$ cat config.mk
export PLATFORM = sky130hd
export DESIGN_NAME = chgate_top
export DESIGN_NICKNAME = d
export VERILOG_FILES = /design/src/rtl/chgate_pkg.sv /design/src/rtl/chgate_sync.sv /design/src/rtl/chgate_lane.sv /design/src/rtl/chgate_top.sv
export SDC_FILE = /design/constraint.sdc
export NUM_CORES = 1
export LEC_CHECK = 0
export CAP_MARGIN = 20
export CORE_MARGIN = 2
export CORE_UTILIZATION = 50
export CTS_CLUSTER_DIAMETER = 50
export CTS_CLUSTER_SIZE = 12
export DETAILED_ROUTE_END_ITERATION = 10
export DONT_BUFFER_PORTS = 1
export PLACE_DENSITY_LB_ADDON = 0.15
export RECOVER_POWER = 100
export SYNTH_ARGS = -nofsm -noshare
export SYNTH_HDL_FRONTEND = slang
export SYNTH_SLANG_ARGS = --single-unit
$ cat constraint.sdc
create_clock -name clk -period 1.4 [get_ports clk]
set_input_delay 0.07 -clock clk [delete_from_list [all_inputs] [get_ports clk]]
set_output_delay 0.07 -clock clk [all_outputs]
set_load 0.01 [all_outputs]
$ cat src/rtl/chgate_pkg.sv
package chgate_pkg;

    typedef enum logic {
        OP_OR  = 1'b0,
        OP_AND = 1'b1
    } comb_op_e;

    typedef struct packed {
        logic     sw_on;
        logic     use_pin;
        comb_op_e op;
        logic     inhibit;
        logic     slow;
    } lane_cfg_t;

    typedef struct packed {
        logic gate;
        logic slow;
    } lane_out_t;

    function automatic logic lane_combine(input lane_cfg_t cfg, input logic pin);
        logic r;
        if (!cfg.use_pin)          r = cfg.sw_on;
        else if (cfg.op == OP_AND) r = cfg.sw_on & pin;
        else                       r = cfg.sw_on | pin;
        return r & ~cfg.inhibit;
    endfunction

endpackage

$ cat src/rtl/chgate_sync.sv
module chgate_sync #(
    parameter int STAGES = 2
) (
    input  logic clk,
    input  logic rst,
    input  logic async_i,
    output logic sync_o
);
    logic [STAGES-1:0] chain_q;

    generate
        if (STAGES == 1) begin : g_one
            always_ff @(posedge clk) begin
                if (rst) chain_q <= '0;
                else     chain_q <= async_i;
            end
        end else begin : g_many
            always_ff @(posedge clk) begin
                if (rst) chain_q <= '0;
                else     chain_q <= {chain_q[STAGES-2:0], async_i};
            end
        end
    endgenerate

    assign sync_o = chain_q[STAGES-1];

    AST_SYNC_RST: assert property (@(posedge clk) rst |=> !sync_o);
endmodule

$ cat src/rtl/chgate_lane.sv
module chgate_lane
    import chgate_pkg::*;
(
    input  logic      clk,
    input  logic      rst,
    input  lane_cfg_t cfg_i,
    input  logic      pin_i,
    output lane_out_t out_o
);
    lane_out_t out_q;

    always_ff @(posedge clk) begin
        if (rst) begin
            out_q <= '0;
        end else begin
            out_q.gate <= lane_combine(cfg_i, pin_i);
            out_q.slow <= cfg_i.slow;
        end
    end

    assign out_o = out_q;

    AST_INHIBIT_OFF: assert property (@(posedge clk) disable iff (rst)
        cfg_i.inhibit |=> !out_o.gate);
    AST_DIRECT_CTL: assert property (@(posedge clk) disable iff (rst)
        (!cfg_i.use_pin && !cfg_i.inhibit) |=> (out_o.gate == $past(cfg_i.sw_on)));
    AST_OR_FORCES_ON: assert property (@(posedge clk) disable iff (rst)
        (cfg_i.use_pin && cfg_i.op == OP_OR && cfg_i.sw_on && !cfg_i.inhibit) |=> out_o.gate);
    AST_AND_NEEDS_SW: assert property (@(posedge clk) disable iff (rst)
        (cfg_i.use_pin && cfg_i.op == OP_AND && !cfg_i.sw_on) |=> !out_o.gate);
    AST_SLEW_PASS: assert property (@(posedge clk) disable iff (rst)
        1'b1 |=> (out_o.slow == $past(cfg_i.slow)));
    AST_RST_OFF: assert property (@(posedge clk)
        rst |=> (!out_o.gate && !out_o.slow));
endmodule

$ cat src/rtl/chgate_top.sv
module chgate_top
    import chgate_pkg::*;
#(
    parameter int N_CH        = 8,
    parameter int SYNC_STAGES = 2
) (
    input  logic            clk,
    input  logic            rst,
    input  logic [N_CH-1:0] sw_on_i,
    input  logic [N_CH-1:0] pin_map_i,
    input  logic [N_CH-1:0] and_sel_i,
    input  logic [N_CH-1:0] inhibit_i,
    input  logic [N_CH-1:0] slow_i,
    input  logic            ext_pin_i,
    output logic [N_CH-1:0] gate_en_o,
    output logic [N_CH-1:0] slow_o
);
    logic pin_sync;

    chgate_sync #(.STAGES(SYNC_STAGES)) u_sync (
        .clk     (clk),
        .rst     (rst),
        .async_i (ext_pin_i),
        .sync_o  (pin_sync)
    );

    generate
        for (genvar ch = 0; ch < N_CH; ch++) begin : g_lane
            lane_cfg_t cfg;
            lane_out_t res;

            always_comb begin
                cfg.sw_on   = sw_on_i[ch];
                cfg.use_pin = pin_map_i[ch];
                cfg.op      = and_sel_i[ch] ? OP_AND : OP_OR;
                cfg.inhibit = inhibit_i[ch];
                cfg.slow    = slow_i[ch];
            end

            chgate_lane u_lane (
                .clk   (clk),
                .rst   (rst),
                .cfg_i (cfg),
                .pin_i (pin_sync),
                .out_o (res)
            );

            assign gate_en_o[ch] = res.gate;
            assign slow_o[ch]    = res.slow;
        end
    endgenerate

    AST_UNMAPPED_IGNORE_PIN: assert property (@(posedge clk) disable iff (rst)
        (pin_map_i == '0 && inhibit_i == '0) |=> (gate_en_o == $past(sw_on_i)));
endmodule

### Word-level counts from Yosys, hierarchy flattened

Index checks and enable logic that the tools add are counted.

| storage, ports and cells | value |
|---|---|
| output and inout port bits | 16 |
| bits of input ports | 43 |
| word-level logic and storage cells | 81 |
| bits in registers | 18 |

| cells by class | value |
|---|---|
| bitwise gates (word level) | 32 |
| mux-type cells | 32 |

Operators with widths:

| operator | number |
|---|---|
| 2-to-1 mux 1 bit | 32 |
| bitwise AND 1 bit | 16 |
| NOT 1 bit | 8 |
| bitwise OR 1 bit | 8 |

### Longest topological paths before layout

| depth | value |
|---|---|
| word-level depth | 5 |
| mapped depth | 3 |
| gate-level depth less buffers | 3 |

### Hierarchy

A second synthesis with hierarchy kept.

| unflattened totals | value |
|---|---|
| cells, all modules | 68 |
| area, all modules | 673.1 µm² |

Modules (own cells, without submodules):

| module | times used | cells an instance | area each (µm²) | seq. area each (µm²) |
|---|---|---|---|---|
| chgate_lane | 8 | 8 | 77.6 | 40.0 |
| chgate_sync | 1 | 4 | 52.6 | 40.0 |

### Least setup slack after synthesis

OpenSTA, ideal clock, no wires.

| timing | value |
|---|---|
| path type | reg-to-reg |
| from | register u_sync.chain_q[1] |
| to | register g_lane[0].u_lane.out_q (netlist bit g_lane[0].u_lane.out_o[1]) |
| required time | 1.321 ns |
| setup time | 0.079 ns |
| stages on the path, launching flop included | 3 |
| clock period less this slack | 0.744 ns |
| setup slack | 0.656 ns |
| path buffers | 0 |
| arrival time | 0.664 ns |
| cell sequence | dfxtp_1 o21ai_1 a211oi_2 |

| between the ends | value |
|---|---|
| longest elaborated chain between the ends | 5 |
| elaborated cells on any way between the ends | 6 |
| classes of those cells | mux: 3; bitwise: 3 |

RTL lines:

| item | RTL line | text |
|---|---|---|
| start: declaration | chgate_sync.sv:9 | `logic [STAGES-1:0] chain_q;` |
| start signal: assignment | chgate_sync.sv:20 | `else chain_q <= {chain_q[STAGES-2:0], async_i};` |
| bitwise OR 1 bit / bitwise AND 1 bit (equally long branches) | chgate_pkg.sv:25, chgate_pkg.sv:24 |  |
| 2-to-1 mux 1 bit * | chgate_pkg.sv:24 | `else if (cfg.op == OP_AND) r = cfg.sw_on & pin;` |
| 2-to-1 mux 1 bit * | chgate_pkg.sv:23 | `if (!cfg.use_pin) r = cfg.sw_on;` |
| 2-to-1 mux 1 bit * | chgate_lane.sv:13 | `if (rst) begin` |
| bitwise AND 1 bit * | chgate_pkg.sv:26 | `return r & ~cfg.inhibit;` |
| end: declaration | chgate_lane.sv:10 | `lane_out_t out_q;` |

Every way passes the cells marked *; elsewhere a longest branch is shown, timed or not. The select of a mux whose other input is x is not followed.
A chain may end at the register's enable or synchronous reset.

### Final worst setup path

| timing | value |
|---|---|
| from | input sw_on_i[7] |
| to | register g_lane[7].u_lane.out_q (netlist bit g_lane[7].u_lane.out_o[1]) |

| between the ends | value |
|---|---|
| longest elaborated chain between the ends | 5 |
| elaborated cells on any way between the ends | 6 |
| classes of those cells | mux: 3; bitwise: 3 |

RTL lines:

| item | RTL line | text |
|---|---|---|
| start: declaration | chgate_top.sv:9 | `input logic [N_CH-1:0] sw_on_i,` |
| bitwise OR 1 bit / bitwise AND 1 bit (equally long branches) | chgate_pkg.sv:25, chgate_pkg.sv:24 |  |
| 2-to-1 mux 1 bit | chgate_pkg.sv:24 |  |
| 2-to-1 mux 1 bit * | chgate_pkg.sv:23 |  |
| 2-to-1 mux 1 bit * | chgate_lane.sv:13 |  |
| bitwise AND 1 bit * | chgate_pkg.sv:26 |  |
| end: declaration | chgate_lane.sv:10 |  |

Marked as above.

==> impl_results.md <==
* Status: finished, final reports clean
* Sum Neg Setup Slack at 0 ns
* Adder-cell share of the synthesized area at 0%
* Clock skew at 0.00196 ns
* Chip Height at 41.1 um
* Hold WC Path Type: primary input to flop
* Post-Syn Area at 689 um^2
* Peak supply drop at 0.868 mV
* Routed wire length at 1.55 mm
* GRT Util Overall at 18.5%
* Worst path cell trace: dlygate4sd3_1 > nand2_1 > dlygate4sd3_1 > a211oi_1
* Reg area at 360 um^2
* ANT nets after route at 0
* Footprint of the multi-input gates at 282 um^2
* Clock buffer depth at 2
* Max Fclk at 809 MHz
* Pre-Repair DR Iteration Count at 3
* Yosys reg bits at 18
* Flop2flop setup slack at 0.46 ns
* Yosys warns at 0
* WP buf/inv at 2
* Worst-Skew Late Latency at 0.28 ns
* Post-Synth XOR/XNOR Area at 0%
* Reg2Reg Depth at 2
* RSZ-0062 raised after global routing: false
* Slowest CP cell: dlygate4sd3_1
* Global-route wire length before repair at 2.00 mm
* GRT overflow at 0
* Fraction of layout cells with a size suffix above 1 at 2.86%
* Metal2 WL at 825 um
* DPL Wire Length at 964 um
* Post-route cell area at 0.00102 mm^2
* Root buf cell: clkbuf_4
* Non-filler instance count after layout at 120
* CP Class: primary input to flop
* Cell depth of the worst setup path at 4
* Layout area overhead at 48.5%
* Final setup fails at 0
* Final worst slack at 0.164 ns
* Routed WL per cell at 12.9 um
* CP Capture Point: g_lane[7].u_lane.out_o[1]$_SDFF_PP0_
* Critical path launch point: sw_on_i[7]
* Sequential share of the synthesized area at 52.3%
* Relative slew slack at 62.7%
* Largest fanout on the critical path at 2
* Vias at 606
* Commonest cells after routing, fill and taps aside: 34 x dlygate4sd3_1, 18 x dfxtp_1, 16 x nand2_1, 11 x nor2b_1
* Cell mode on critical path: dlygate4sd3_1
* Number of antenna violations at the first check in global routing at 0
* Pin count of the biggest net entering global routing at 19
* CP delay by family, top: buffers and inverters
* Hold Vio Cnt, Final at 0
* Fin. max-slew vios at 0
* Pwr dens at 908 mW/mm^2
* ANT cells at 0
* Period utilisation layout at 88.3%
* Io pins at 59
* Clock-pin slew on the worst setup and hold paths at 0.09 ns
* Top routing layer in use: met3
* Commonest non-fill, non-tap cell in the layout: dlygate4sd3_1
* CP arrival at 1.43 ns
* Critical Path RT at 1.59 ns
* Static leakage at 0.413 nW
* CTS Sinks at 18
* Final total power at 0.929 mW
* Routability cong. at 0.646
* Simple-gate share of the synthesized area at 26.3%
* Die area at 0.00169 mm^2
* Largest family of logic cells by synthesized area: simple AND/OR/NAND/NOR gates
* DR DRC count at 0
* CTS HTree Levels at 1
* RR Endpoint: g_lane[7].u_lane.out_o[1]$_SDFF_PP0_
* Post-place instance area at 701 um^2
* Min Tclk post-route at 1.24 ns
* Synth Area in Compound Gates at 20.3%
* Core Area at 0.00130 mm^2
* Die extent in x at 41.1 um
* WL met3 at 142 um
* Initial Util at 53.0%
* Nets at 150
* Avg Inst Size Synth at 9.99 um^2
* CTS tree: yes
* Largest stage delay on the critical path at 0.55 ns
* Syn_nets at 112
* Vias in the first global route at 568
* Num rows at 13
* Max-Cap Viols at 0
* Reg2reg start: u_sync.chain_q[1]$_SDFF_PP0_
* Worst Setup Start Kind: primary input
* Pre-CTS WS at 0.481 ns
* Initial drt markers at 3
* Fillers at 85
* CP endpoint kind: flop
* Cells after synthesis at 69
* Placed Instances at 83
* Synth unique cells at 7
* Worst slew pin tran at 0.558 ns
* Met1 wire length at 580 um
* Number of CTS-inserted buffers at 3
* Vias per std cell at 5.05
* Mux share of post-synthesis cell area at 0%
* Port-buffer cells at 0
Yosys cell counts, drive strengths merged:
cell | number | area [um^2]
a211oi | 8 | 100
and2b | 7 | 52.6
buf | 1 | 7.51
dfxtp | 18 | 360
nand2 | 16 | 60.1
nor2b | 11 | 68.8
o21ai | 8 | 40.0
layer usage:
metal | global-route usage, % | vias to the layer above
met5 | 0 | -
met4 | 3.23 | 0
met3 | 9.24 | 0
met2 | 39.1 | 31
met1 | 14.5 | 269
li1 | - | 306
power by group:
part	total, mW	internal (mW)	leakage [nW]	switching, mW
logic	0.131	0.0930	0.250	0.0376
registers	0.559	0.537	0.149	0.0218
clock network	0.240	0.0997	0.0138	0.140
total	0.929	0.730	0.413	0.199
state kept, by name, indices dropped and copies added, names as in the netlist:
| register | flops |
|---|---|
| g_lane.u_lane.out_o | 16 |
| u_sync.chain_q | 2 |
per-stage QoR:
stage | hold WS [ns] | utilization (%)
floorplan | 0.135 | -
detailed placement | 0.138 | 53.8
finish | 0.0154 | 78.7
global route | 0.0140 | 78.7
global placement | 0.136 | 53.8
CTS | 0.0327 | 81.7
what timing repair did:
action / 4_1_cts / 5_1_grt
hold buffers: 34 / 0
resized for setup: 0 / 0
buffers inserted: 0 / 0
endpoints found under the hold margin: 18 / 0
worst register-to-register path, cell delays in order (launching register included):
cell and delay, ns:
dfxtp_1 0.48, o21ai_1 0.12, a211oi_1 0.26
worst min-delay path by stage:
stage	from	end	slack, ns	cells after the start
after global routing	sw_on_i[4]	g_lane[4].u_lane.out_o[1]$_SDFF_PP0_	0.01	2
after global placement	inhibit_i[0]	g_lane[0].u_lane.out_o[1]$_SDFF_PP0_	0.14	1
final	sw_on_i[4]	g_lane[4].u_lane.out_o[1]$_SDFF_PP0_	0.02	2
after floorplan	inhibit_i[0]	g_lane[0].u_lane.out_o[1]$_SDFF_PP0_	0.13	1
after CTS	sw_on_i[2]	g_lane[2].u_lane.out_o[1]$_SDFF_PP0_	0.03	2
after detailed placement	rst	g_lane[5].u_lane.out_o[1]$_SDFF_PP0_	0.14	1
cell type report:
cell class	instances	share of cell area [%]
tap	15	1.83
timing repair buffer	34	33.3
sequential	18	35.2
multi-input combinational	50	27.5
clock buffer	3	2.20
cell families after synthesis:
family | after synthesis
buf+inv | 1
simple gates | 34
compound gates | 16
flops | 18
Power figures use the tool's default switching activity.
